### config.mk
export PLATFORM = sky130hd
export DESIGN_NAME = adc_serial_ctrl
export DESIGN_NICKNAME = d
export VERILOG_FILES = /design/src/rtl/adc_sif_pkg.sv /design/src/rtl/adc_sif_sync.sv /design/src/rtl/adc_sif_frame.sv /design/src/rtl/adc_sif_shift.sv /design/src/rtl/adc_serial_ctrl.sv
export SDC_FILE = /design/constraint.sdc
export NUM_CORES = 1
export LEC_CHECK = 0
export ABC_AREA = 1
export CAP_MARGIN = 15
export CORE_ASPECT_RATIO = 2
export CORE_UTILIZATION = 40
export DETAILED_ROUTE_END_ITERATION = 8
export DONT_BUFFER_PORTS = 1
export GPL_TIMING_DRIVEN = 0
export PLACE_DENSITY = 0.59
export SLEW_MARGIN = 20
export SYNTH_ARGS = -nofsm -noshare
export SYNTH_HDL_FRONTEND = slang
export SYNTH_SLANG_ARGS = --single-unit
### constraint.sdc
create_clock -name clk -period 3.1 [get_ports clk]
set_clock_uncertainty 0.2 [all_clocks]
set_input_delay 0.93 -clock clk [delete_from_list [all_inputs] [get_ports clk]]
set_output_delay 0.93 -clock clk [all_outputs]
set_load 0.03 [all_outputs]
### src/rtl/adc_sif_pkg.sv
package adc_sif_pkg;

  typedef enum logic [1:0] {
    FR_IDLE   = 2'd0,
    FR_ACTIVE = 2'd1,
    FR_DONE   = 2'd2,
    FR_REJECT = 2'd3
  } fr_state_e;

  localparam logic [1:0] SEL_CTRL = 2'b00;
  localparam logic [1:0] SEL_RNG1 = 2'b01;
  localparam logic [1:0] SEL_RNG2 = 2'b10;
  localparam logic [1:0] SEL_SEQ  = 2'b11;

endpackage

### src/rtl/adc_sif_sync.sv
module adc_sif_sync #(
  parameter int           W       = 3,
  parameter int           STAGES  = 2,
  parameter logic [W-1:0] RST_VAL = '0
) (
  input  logic         clk,
  input  logic         rst_n,
  input  logic [W-1:0] d,
  output logic [W-1:0] q
);

  for (genvar i = 0; i < W; i++) begin : g_bit
    logic [STAGES-1:0] chain_q;
    always_ff @(posedge clk or negedge rst_n) begin
      if (!rst_n) chain_q <= {STAGES{RST_VAL[i]}};
      else        chain_q <= {chain_q[STAGES-2:0], d[i]};
    end
    assign q[i] = chain_q[STAGES-1];
  end

endmodule

### src/rtl/adc_sif_frame.sv
module adc_sif_frame
  import adc_sif_pkg::*;
#(
  parameter int CTRL_W    = 12,
  parameter int AUX_W     = 8,
  parameter int FRAME_LEN = 16,
  parameter int HOLD_RISE = 14
) (
  input  logic              clk,
  input  logic              rst_n,
  input  logic              cs_lvl,
  input  logic              sclk_lvl,
  input  logic              din_lvl,
  output logic              active,
  output logic              start_pulse,
  output logic              hold,
  output logic              load,
  output logic              shift,
  output logic [CTRL_W-1:0] ctrl_q,
  output logic [AUX_W-1:0]  rng1_q,
  output logic [AUX_W-1:0]  rng2_q,
  output logic [AUX_W-1:0]  seq_q
);

  localparam int CTRL_COMMIT = 3 + CTRL_W;
  localparam int AUX_COMMIT  = 3 + AUX_W;
  localparam int SR_W        = CTRL_COMMIT;
  localparam int CNT_W       = $clog2(FRAME_LEN + 1);
  localparam logic [CNT_W-1:0] CTRL_AT = CNT_W'(CTRL_COMMIT);
  localparam logic [CNT_W-1:0] AUX_AT  = CNT_W'(AUX_COMMIT);
  localparam logic [CNT_W-1:0] END_AT  = CNT_W'(FRAME_LEN);
  localparam logic [CNT_W-1:0] HOLD_AT = CNT_W'(HOLD_RISE);

  fr_state_e        state_q, state_d;
  logic [CNT_W-1:0] fall_q, fall_d, rise_q, rise_d, fall_inc;
  logic [SR_W-1:0]  sr_q, sr_d, sr_in;
  logic             hold_q, hold_d, start_q, start_d;
  logic             cs_prev_q, sclk_prev_q;
  logic             cs_fall, cs_rise, sclk_fall, sclk_rise;
  logic             ctrl_we, aux_we;
  logic [1:0]       aux_sel;
  logic [2:0][AUX_W-1:0] aux_q;

  assign cs_fall   = cs_prev_q & ~cs_lvl;
  assign cs_rise   = ~cs_prev_q & cs_lvl;
  assign sclk_fall = sclk_prev_q & ~sclk_lvl;
  assign sclk_rise = ~sclk_prev_q & sclk_lvl;
  assign sr_in     = {sr_q[SR_W-2:0], din_lvl};
  assign fall_inc  = fall_q + 1'b1;
  assign aux_sel   = sr_in[AUX_COMMIT-2 -: 2];

  always_comb begin
    state_d = state_q;
    fall_d  = fall_q;
    rise_d  = rise_q;
    sr_d    = sr_q;
    hold_d  = hold_q;
    start_d = 1'b0;
    load    = 1'b0;
    shift   = 1'b0;
    ctrl_we = 1'b0;
    aux_we  = 1'b0;
    if (cs_fall) begin
      if (sclk_lvl) begin
        state_d = FR_ACTIVE;
        fall_d  = '0;
        rise_d  = '0;
        hold_d  = 1'b1;
        start_d = 1'b1;
        load    = 1'b1;
      end else begin
        state_d = FR_REJECT;
      end
    end else if (cs_rise) begin
      state_d = FR_IDLE;
      hold_d  = 1'b0;
    end else if (state_q == FR_ACTIVE) begin
      if (sclk_fall) begin
        fall_d = fall_inc;
        sr_d   = sr_in;
        shift  = 1'b1;
        if (fall_inc == AUX_AT && sr_in[AUX_COMMIT-1] && aux_sel != SEL_CTRL)
          aux_we = 1'b1;
        if (fall_inc == CTRL_AT && sr_in[CTRL_COMMIT-1] &&
            sr_in[CTRL_COMMIT-2 -: 2] == SEL_CTRL)
          ctrl_we = 1'b1;
        if (fall_inc == END_AT) state_d = FR_DONE;
      end
      if (sclk_rise) begin
        rise_d = rise_q + 1'b1;
        if (rise_d == HOLD_AT) hold_d = 1'b0;
      end
    end
  end

  always_ff @(posedge clk or negedge rst_n) begin
    if (!rst_n) begin
      state_q     <= FR_IDLE;
      fall_q      <= '0;
      rise_q      <= '0;
      sr_q        <= '0;
      hold_q      <= 1'b0;
      start_q     <= 1'b0;
      cs_prev_q   <= 1'b1;
      sclk_prev_q <= 1'b1;
    end else begin
      state_q     <= state_d;
      fall_q      <= fall_d;
      rise_q      <= rise_d;
      sr_q        <= sr_d;
      hold_q      <= hold_d;
      start_q     <= start_d;
      cs_prev_q   <= cs_lvl;
      sclk_prev_q <= sclk_lvl;
    end
  end

  always_ff @(posedge clk or negedge rst_n) begin
    if (!rst_n)       ctrl_q <= '0;
    else if (ctrl_we) ctrl_q <= sr_in[CTRL_W-1:0];
  end

  for (genvar g = 0; g < 3; g++) begin : g_aux
    logic we_g;
    assign we_g = aux_we && (aux_sel == 2'(g + 1));
    always_ff @(posedge clk or negedge rst_n) begin
      if (!rst_n)    aux_q[g] <= '0;
      else if (we_g) aux_q[g] <= sr_in[AUX_W-1:0];
    end
  end

  assign rng1_q      = aux_q[SEL_RNG1 - 2'd1];
  assign rng2_q      = aux_q[SEL_RNG2 - 2'd1];
  assign seq_q       = aux_q[SEL_SEQ - 2'd1];
  assign active      = (state_q == FR_ACTIVE);
  assign hold        = hold_q;
  assign start_pulse = start_q;

endmodule

### src/rtl/adc_sif_shift.sv
module adc_sif_shift #(
  parameter int CHAN_W = 3,
  parameter int RES_W  = 12
) (
  input  logic              clk,
  input  logic              rst_n,
  input  logic              load,
  input  logic              shift,
  input  logic              active,
  input  logic              weak_en,
  input  logic [CHAN_W-1:0] res_chan,
  input  logic              res_sign,
  input  logic [RES_W-1:0]  res_data,
  output logic              dout,
  output logic              dout_oe,
  output logic              dout_weak
);

  localparam int WORD_W = CHAN_W + 1 + RES_W;

  logic [WORD_W-1:0] word_q, word_d;

  always_comb begin
    word_d = word_q;
    if (load)       word_d = {res_chan, res_sign, res_data};
    else if (shift) word_d = {word_q[WORD_W-2:0], 1'b0};
  end

  always_ff @(posedge clk or negedge rst_n) begin
    if (!rst_n)              word_q <= '0;
    else if (load || shift)  word_q <= word_d;
  end

  assign dout_oe   = active;
  assign dout_weak = ~active & weak_en;
  assign dout      = active ? word_q[WORD_W-1] : (dout_weak & res_chan[CHAN_W-1]);

endmodule

### src/rtl/adc_serial_ctrl.sv
module adc_serial_ctrl #(
  parameter int CHAN_W      = 3,
  parameter int RES_W       = 12,
  parameter int CTRL_W      = 12,
  parameter int AUX_W       = 8,
  parameter int SYNC_STAGES = 2,
  parameter int HOLD_RISE   = 14,
  parameter int WEAK_BIT    = 2
) (
  input  logic              clk,
  input  logic              rst_n,
  input  logic              cs_n,
  input  logic              sclk,
  input  logic              din,
  input  logic [CHAN_W-1:0] res_chan,
  input  logic              res_sign,
  input  logic [RES_W-1:0]  res_data,
  output logic              dout,
  output logic              dout_oe,
  output logic              dout_weak,
  output logic              track_hold,
  output logic              conv_start,
  output logic [CTRL_W-1:0] ctrl_reg,
  output logic [AUX_W-1:0]  range1_reg,
  output logic [AUX_W-1:0]  range2_reg,
  output logic [AUX_W-1:0]  seq_reg
);

  localparam int FRAME_LEN = CHAN_W + 1 + RES_W;

  logic       rst_meta_q, rst_sync_n;
  logic [2:0] pins_s;
  logic       active, load, shift;

  always_ff @(posedge clk or negedge rst_n) begin
    if (!rst_n) begin
      rst_meta_q <= 1'b0;
      rst_sync_n <= 1'b0;
    end else begin
      rst_meta_q <= 1'b1;
      rst_sync_n <= rst_meta_q;
    end
  end

  adc_sif_sync #(
    .W       (3),
    .STAGES  (SYNC_STAGES),
    .RST_VAL (3'b110)
  ) u_sync (
    .clk   (clk),
    .rst_n (rst_sync_n),
    .d     ({cs_n, sclk, din}),
    .q     (pins_s)
  );

  adc_sif_frame #(
    .CTRL_W    (CTRL_W),
    .AUX_W     (AUX_W),
    .FRAME_LEN (FRAME_LEN),
    .HOLD_RISE (HOLD_RISE)
  ) u_frame (
    .clk         (clk),
    .rst_n       (rst_sync_n),
    .cs_lvl      (pins_s[2]),
    .sclk_lvl    (pins_s[1]),
    .din_lvl     (pins_s[0]),
    .active      (active),
    .start_pulse (conv_start),
    .hold        (track_hold),
    .load        (load),
    .shift       (shift),
    .ctrl_q      (ctrl_reg),
    .rng1_q      (range1_reg),
    .rng2_q      (range2_reg),
    .seq_q       (seq_reg)
  );

  adc_sif_shift #(
    .CHAN_W (CHAN_W),
    .RES_W  (RES_W)
  ) u_shift (
    .clk       (clk),
    .rst_n     (rst_sync_n),
    .load      (load),
    .shift     (shift),
    .active    (active),
    .weak_en   (ctrl_reg[WEAK_BIT]),
    .res_chan  (res_chan),
    .res_sign  (res_sign),
    .res_data  (res_data),
    .dout      (dout),
    .dout_oe   (dout_oe),
    .dout_weak (dout_weak)
  );

endmodule

==> summary.md <==
| Metric | Value |
|---|---|
| Largest net degree at the start of global routing | `57` |
| Fin cells | `535` |
| Initial core utilization | `0.412` |
| Post-DR wirelength/cell | `15.8 um` |
| DP Cell Count | `519` |
| FF+latch count, synth | `90` |
| Top FF cell, synth | `dfrtp_1` |
| Max-cap violations | `0` |
| CTS Buf Count | `9` |
| CTS H-tree lvls | `3` |
| LEAKAGE | `2.19 nW` |
| Register area | `2260 um^2` |
| Post_cts resized | `0` |
| Final Setup Violations | `0` |
| Die Ht | `141 um` |
| Clock-pin slew on the worst setup and hold paths | `approximately 0.070 ns` |
| All-Layer GR Usage | `0.181` |
| Max stage delay cell, worst path | `nor2_1` |
| Critical-path maximum fanout | `8` |
| Crit path cell chain | `inv_2 > nor2_8 > nor2_1 > a22o_1` |
| Worst hold slack | `~0.076 ns` |
| Commonest cells after routing, fill and taps aside | `nand2_1 (129), dfrtp_1 (83), inv_1 (38)` |
| Total Routed Length | `8470 um` |
| Commonest non-fill, non-tap cell in the layout | `nand2_1` |
| Layout cells sized above 1 | `0.114` |
| Critical Path Start Type | `flip-flop` |
| DP HPWL | `6170 um` |
| Initial antenna violation count | `0` |
| I/O pin count | `62` |
| Leading area contributor after synthesis | `dfrtp_1` |
| GP Congestion | `0.837` |
| First-iteration detailed-routing DRC count | `141` |
| Number of synthesized flops with an enable pin | `0` |
| Nets | `453` |
| Reg-to-reg setup timing slack | `0.81 ns` |
| Synth Cell Area | `3870 um^2` |
| Drt drc | `0` |
| Post-Synthesis Cells | `414` |
| Grt total ovfl | `0` |
| Vias per cell | `approximately 5.3` |
| Critical Path RT | `1.97 ns` |
| Crit share post-route | `0.940` |
| Async SR Flop Fraction | `1.00` |
| Global-route wire length before repair | `between 10000 and 15000 um` |
| Crit path largest cell delay | `about 0.48 ns` |
| Area occupied by multi-input gates | `1360 um^2` |
| Slew @ Worst Pin | `0.618 ns` |
| Reg-to-reg endpoint | `u_frame.ctrl_q[9]$_DFFE_PN0P_` |
| Die Wd | `slightly above 70 um` |
| Filler Cells Inserted | `between 900 and 1000` |
| Kind of critical path | `flip-flop to primary output` |
| Syn avg cell area | `9.34 um^2` |
| PwrDens | `749 nW/um^2` |
| Rel. slew slack | `0.586` |
| Worst r2r src | `u_sync.g_bit[2].chain_q[1]$_DFF_PN1_` |
| Area Growth Syn to Fin | `12.6%` |
| R2R depth | `11` |
| F_max | `0.343 GHz` |
| Minimum clock period | `2.91 ns` |
| Final Max Slew Viols | `0` |
| First-pass DRT Iterations | `4` |
| Synth cell types | `34` |
| Status | `finished, final reports clean` |
| Hold WC Path Type | `flip-flop to async pin` |
| Diodes inserted | `0` |
| Top cell type's share of synthesized area | `0.543` |
| CTS Hold Bufs | `0` |
| Crit path DAT | `1.78 ns` |
| Root Buffer | `clkbuf_16` |
| Syn nets | `441` |
| Post-CTS setup buffers | `0` |
| TritonCTS clock tree | `done` |
| Sequential fraction of the synthesis area | `0.584` |
| Area contributors post-synth | `dfrtp_1 (54%), nand2_1 (13%), nand3_1 (4.7%)` |
| Hold Violations, Final | `0` |
| Clock tree buffer depth | `2` |
| Clock tree sinks | `90` |
| Max VDD drop | `0.381 mV` |
| Syn. warnings | `0` |
| Core area | `9380 um^2` |
| Port Buffer Count | `0` |
| Clk_lat worst skew | `between 0.3 and 0.4 ns` |
| Vias in the first global route | `about 2900` |
| Routed Antenna Nets | `0` |
| RSZ-0062 raised after global routing | `no` |
| Routed vias | `2846` |
| Die Area | `10100 um^2` |
| # rows | `50` |
| CP endpoint kind | `primary output` |
## worst max-delay path by stage
stage,start,endpoint,slack [ns],cells after the start
after CTS,u_frame.state_q[0]$_DFFE_PN0P_,dout,0.16,4
after detailed placement,u_frame.state_q[0]$_DFFE_PN0P_,dout,0.54,4
after floorplan,rst_sync_n$_DFF_PN0_,u_frame.ctrl_q[0]$_DFFE_PN0P_,0.22,0
final,u_frame.state_q[0]$_DFFE_PN0P_,dout,0.19,4
after global placement,rst_sync_n$_DFF_PN0_,u_shift.word_q[7]$_DFFE_PN0P_,-0.74,0
after global routing,u_frame.state_q[0]$_DFFE_PN0P_,dout,0.13,4
## cells in the mapped netlist (2+ instances only)
cell type,count
o221ai_1,11
nand2_1,129
xor2_1,2
nand2_2,4
o21ai_0,13
dfrtp_1,84
inv_2,3
clkbuf_1,7
inv_1,38
o21ai_1,4
dfstp_2,6
ha_1,6
a21oi_1,9
nor2_4,2
clkinv_1,2
buf_2,3
o22ai_1,3
buf_4,3
nand3_1,36
nor2_1,16
buf_6,2
nand4_1,18
nand4_2,2
## area by class of cell
type,count,share of cell area
Tap cell,104,0.0299
Sequential cell,90,0.519
Clock buffer,10,0.0548
Clock inverter,6,0.0204
Timing Repair Buffer,1,0.00632
Buffer,15,0.0198
Multi-Input combinational cell,266,0.312
Inverter,43,0.0370
## where the power goes
group	total [mW]	switching (mW)	internal [mW]	leakage, nW
clock	1.20	0.467	0.730	0.155
sequential	1.59	0.226	1.36	1.17
combinational	0.480	0.323	0.157	0.862
## state kept, by name, summed over array words and instances, names as in the netlist, 2 cells and up
name,flops
u_frame.rise_q,5
u_frame.sr_q,14
u_frame.state_q,2
u_sync.g_bit.chain_q,6
u_frame.seq_q,8
u_frame.ctrl_q,12
u_frame.rng1_q,8
u_shift.word_q,16
u_frame.rng2_q,8
u_frame.fall_q,5
## critical path, delay by kind of cell, from the launching register on
| family | cells | cell delay [ns] |
|---|---|---|
| flops | 1 | 0.39 |
| compound gates | 1 | 0.40 |
| simple gates | 2 | 0.55 |
| buf+inv | 1 | 0.10 |
## metrics by stage
step / setup WS [ns] / TNS [ns] / total power [mW] / util / instance area [um^2]
2_1_floorplan: 0.218 / 0 / 1.90 / - / 3870
3_3_place_gp: -0.743 / -60.48 / 2.07 / 0.426 / 4000
3_5_place_dp: 0.536 / 0 / 2.09 / 0.429 / 4030
4_1_cts: 0.164 / 0 / 3.29 / 0.464 / 4360
5_1_grt: 0.133 / 0 / 3.42 / 0.464 / 4360
6_report: 0.186 / 0 / 3.27 / 0.464 / 4360
## layer usage
metal / wire (um) / global-route usage
met1: 3250 / 0.187
met2: 4670 / 0.336
met3: 287 / 0.0372
met4: 263 / 0.0877
met5: 0 / 0
## kinds of logic (layout without fill, tap and decap cells)
family,count (synthesis),count (layout),share of synthesized area
and+or+nand+nor,212,212,0.252
DFF,90,90,0.584
buffers and inverters,58,75,0.0640
AOI/OAI and AO/OA,43,43,0.0695
adders and majority gates,6,6,0.0194
xor gates and xnor gates,3,3,0.00679
other,1,1,0.000969
muxes,1,1,0.00291
(Power assumes the default switching activity.)
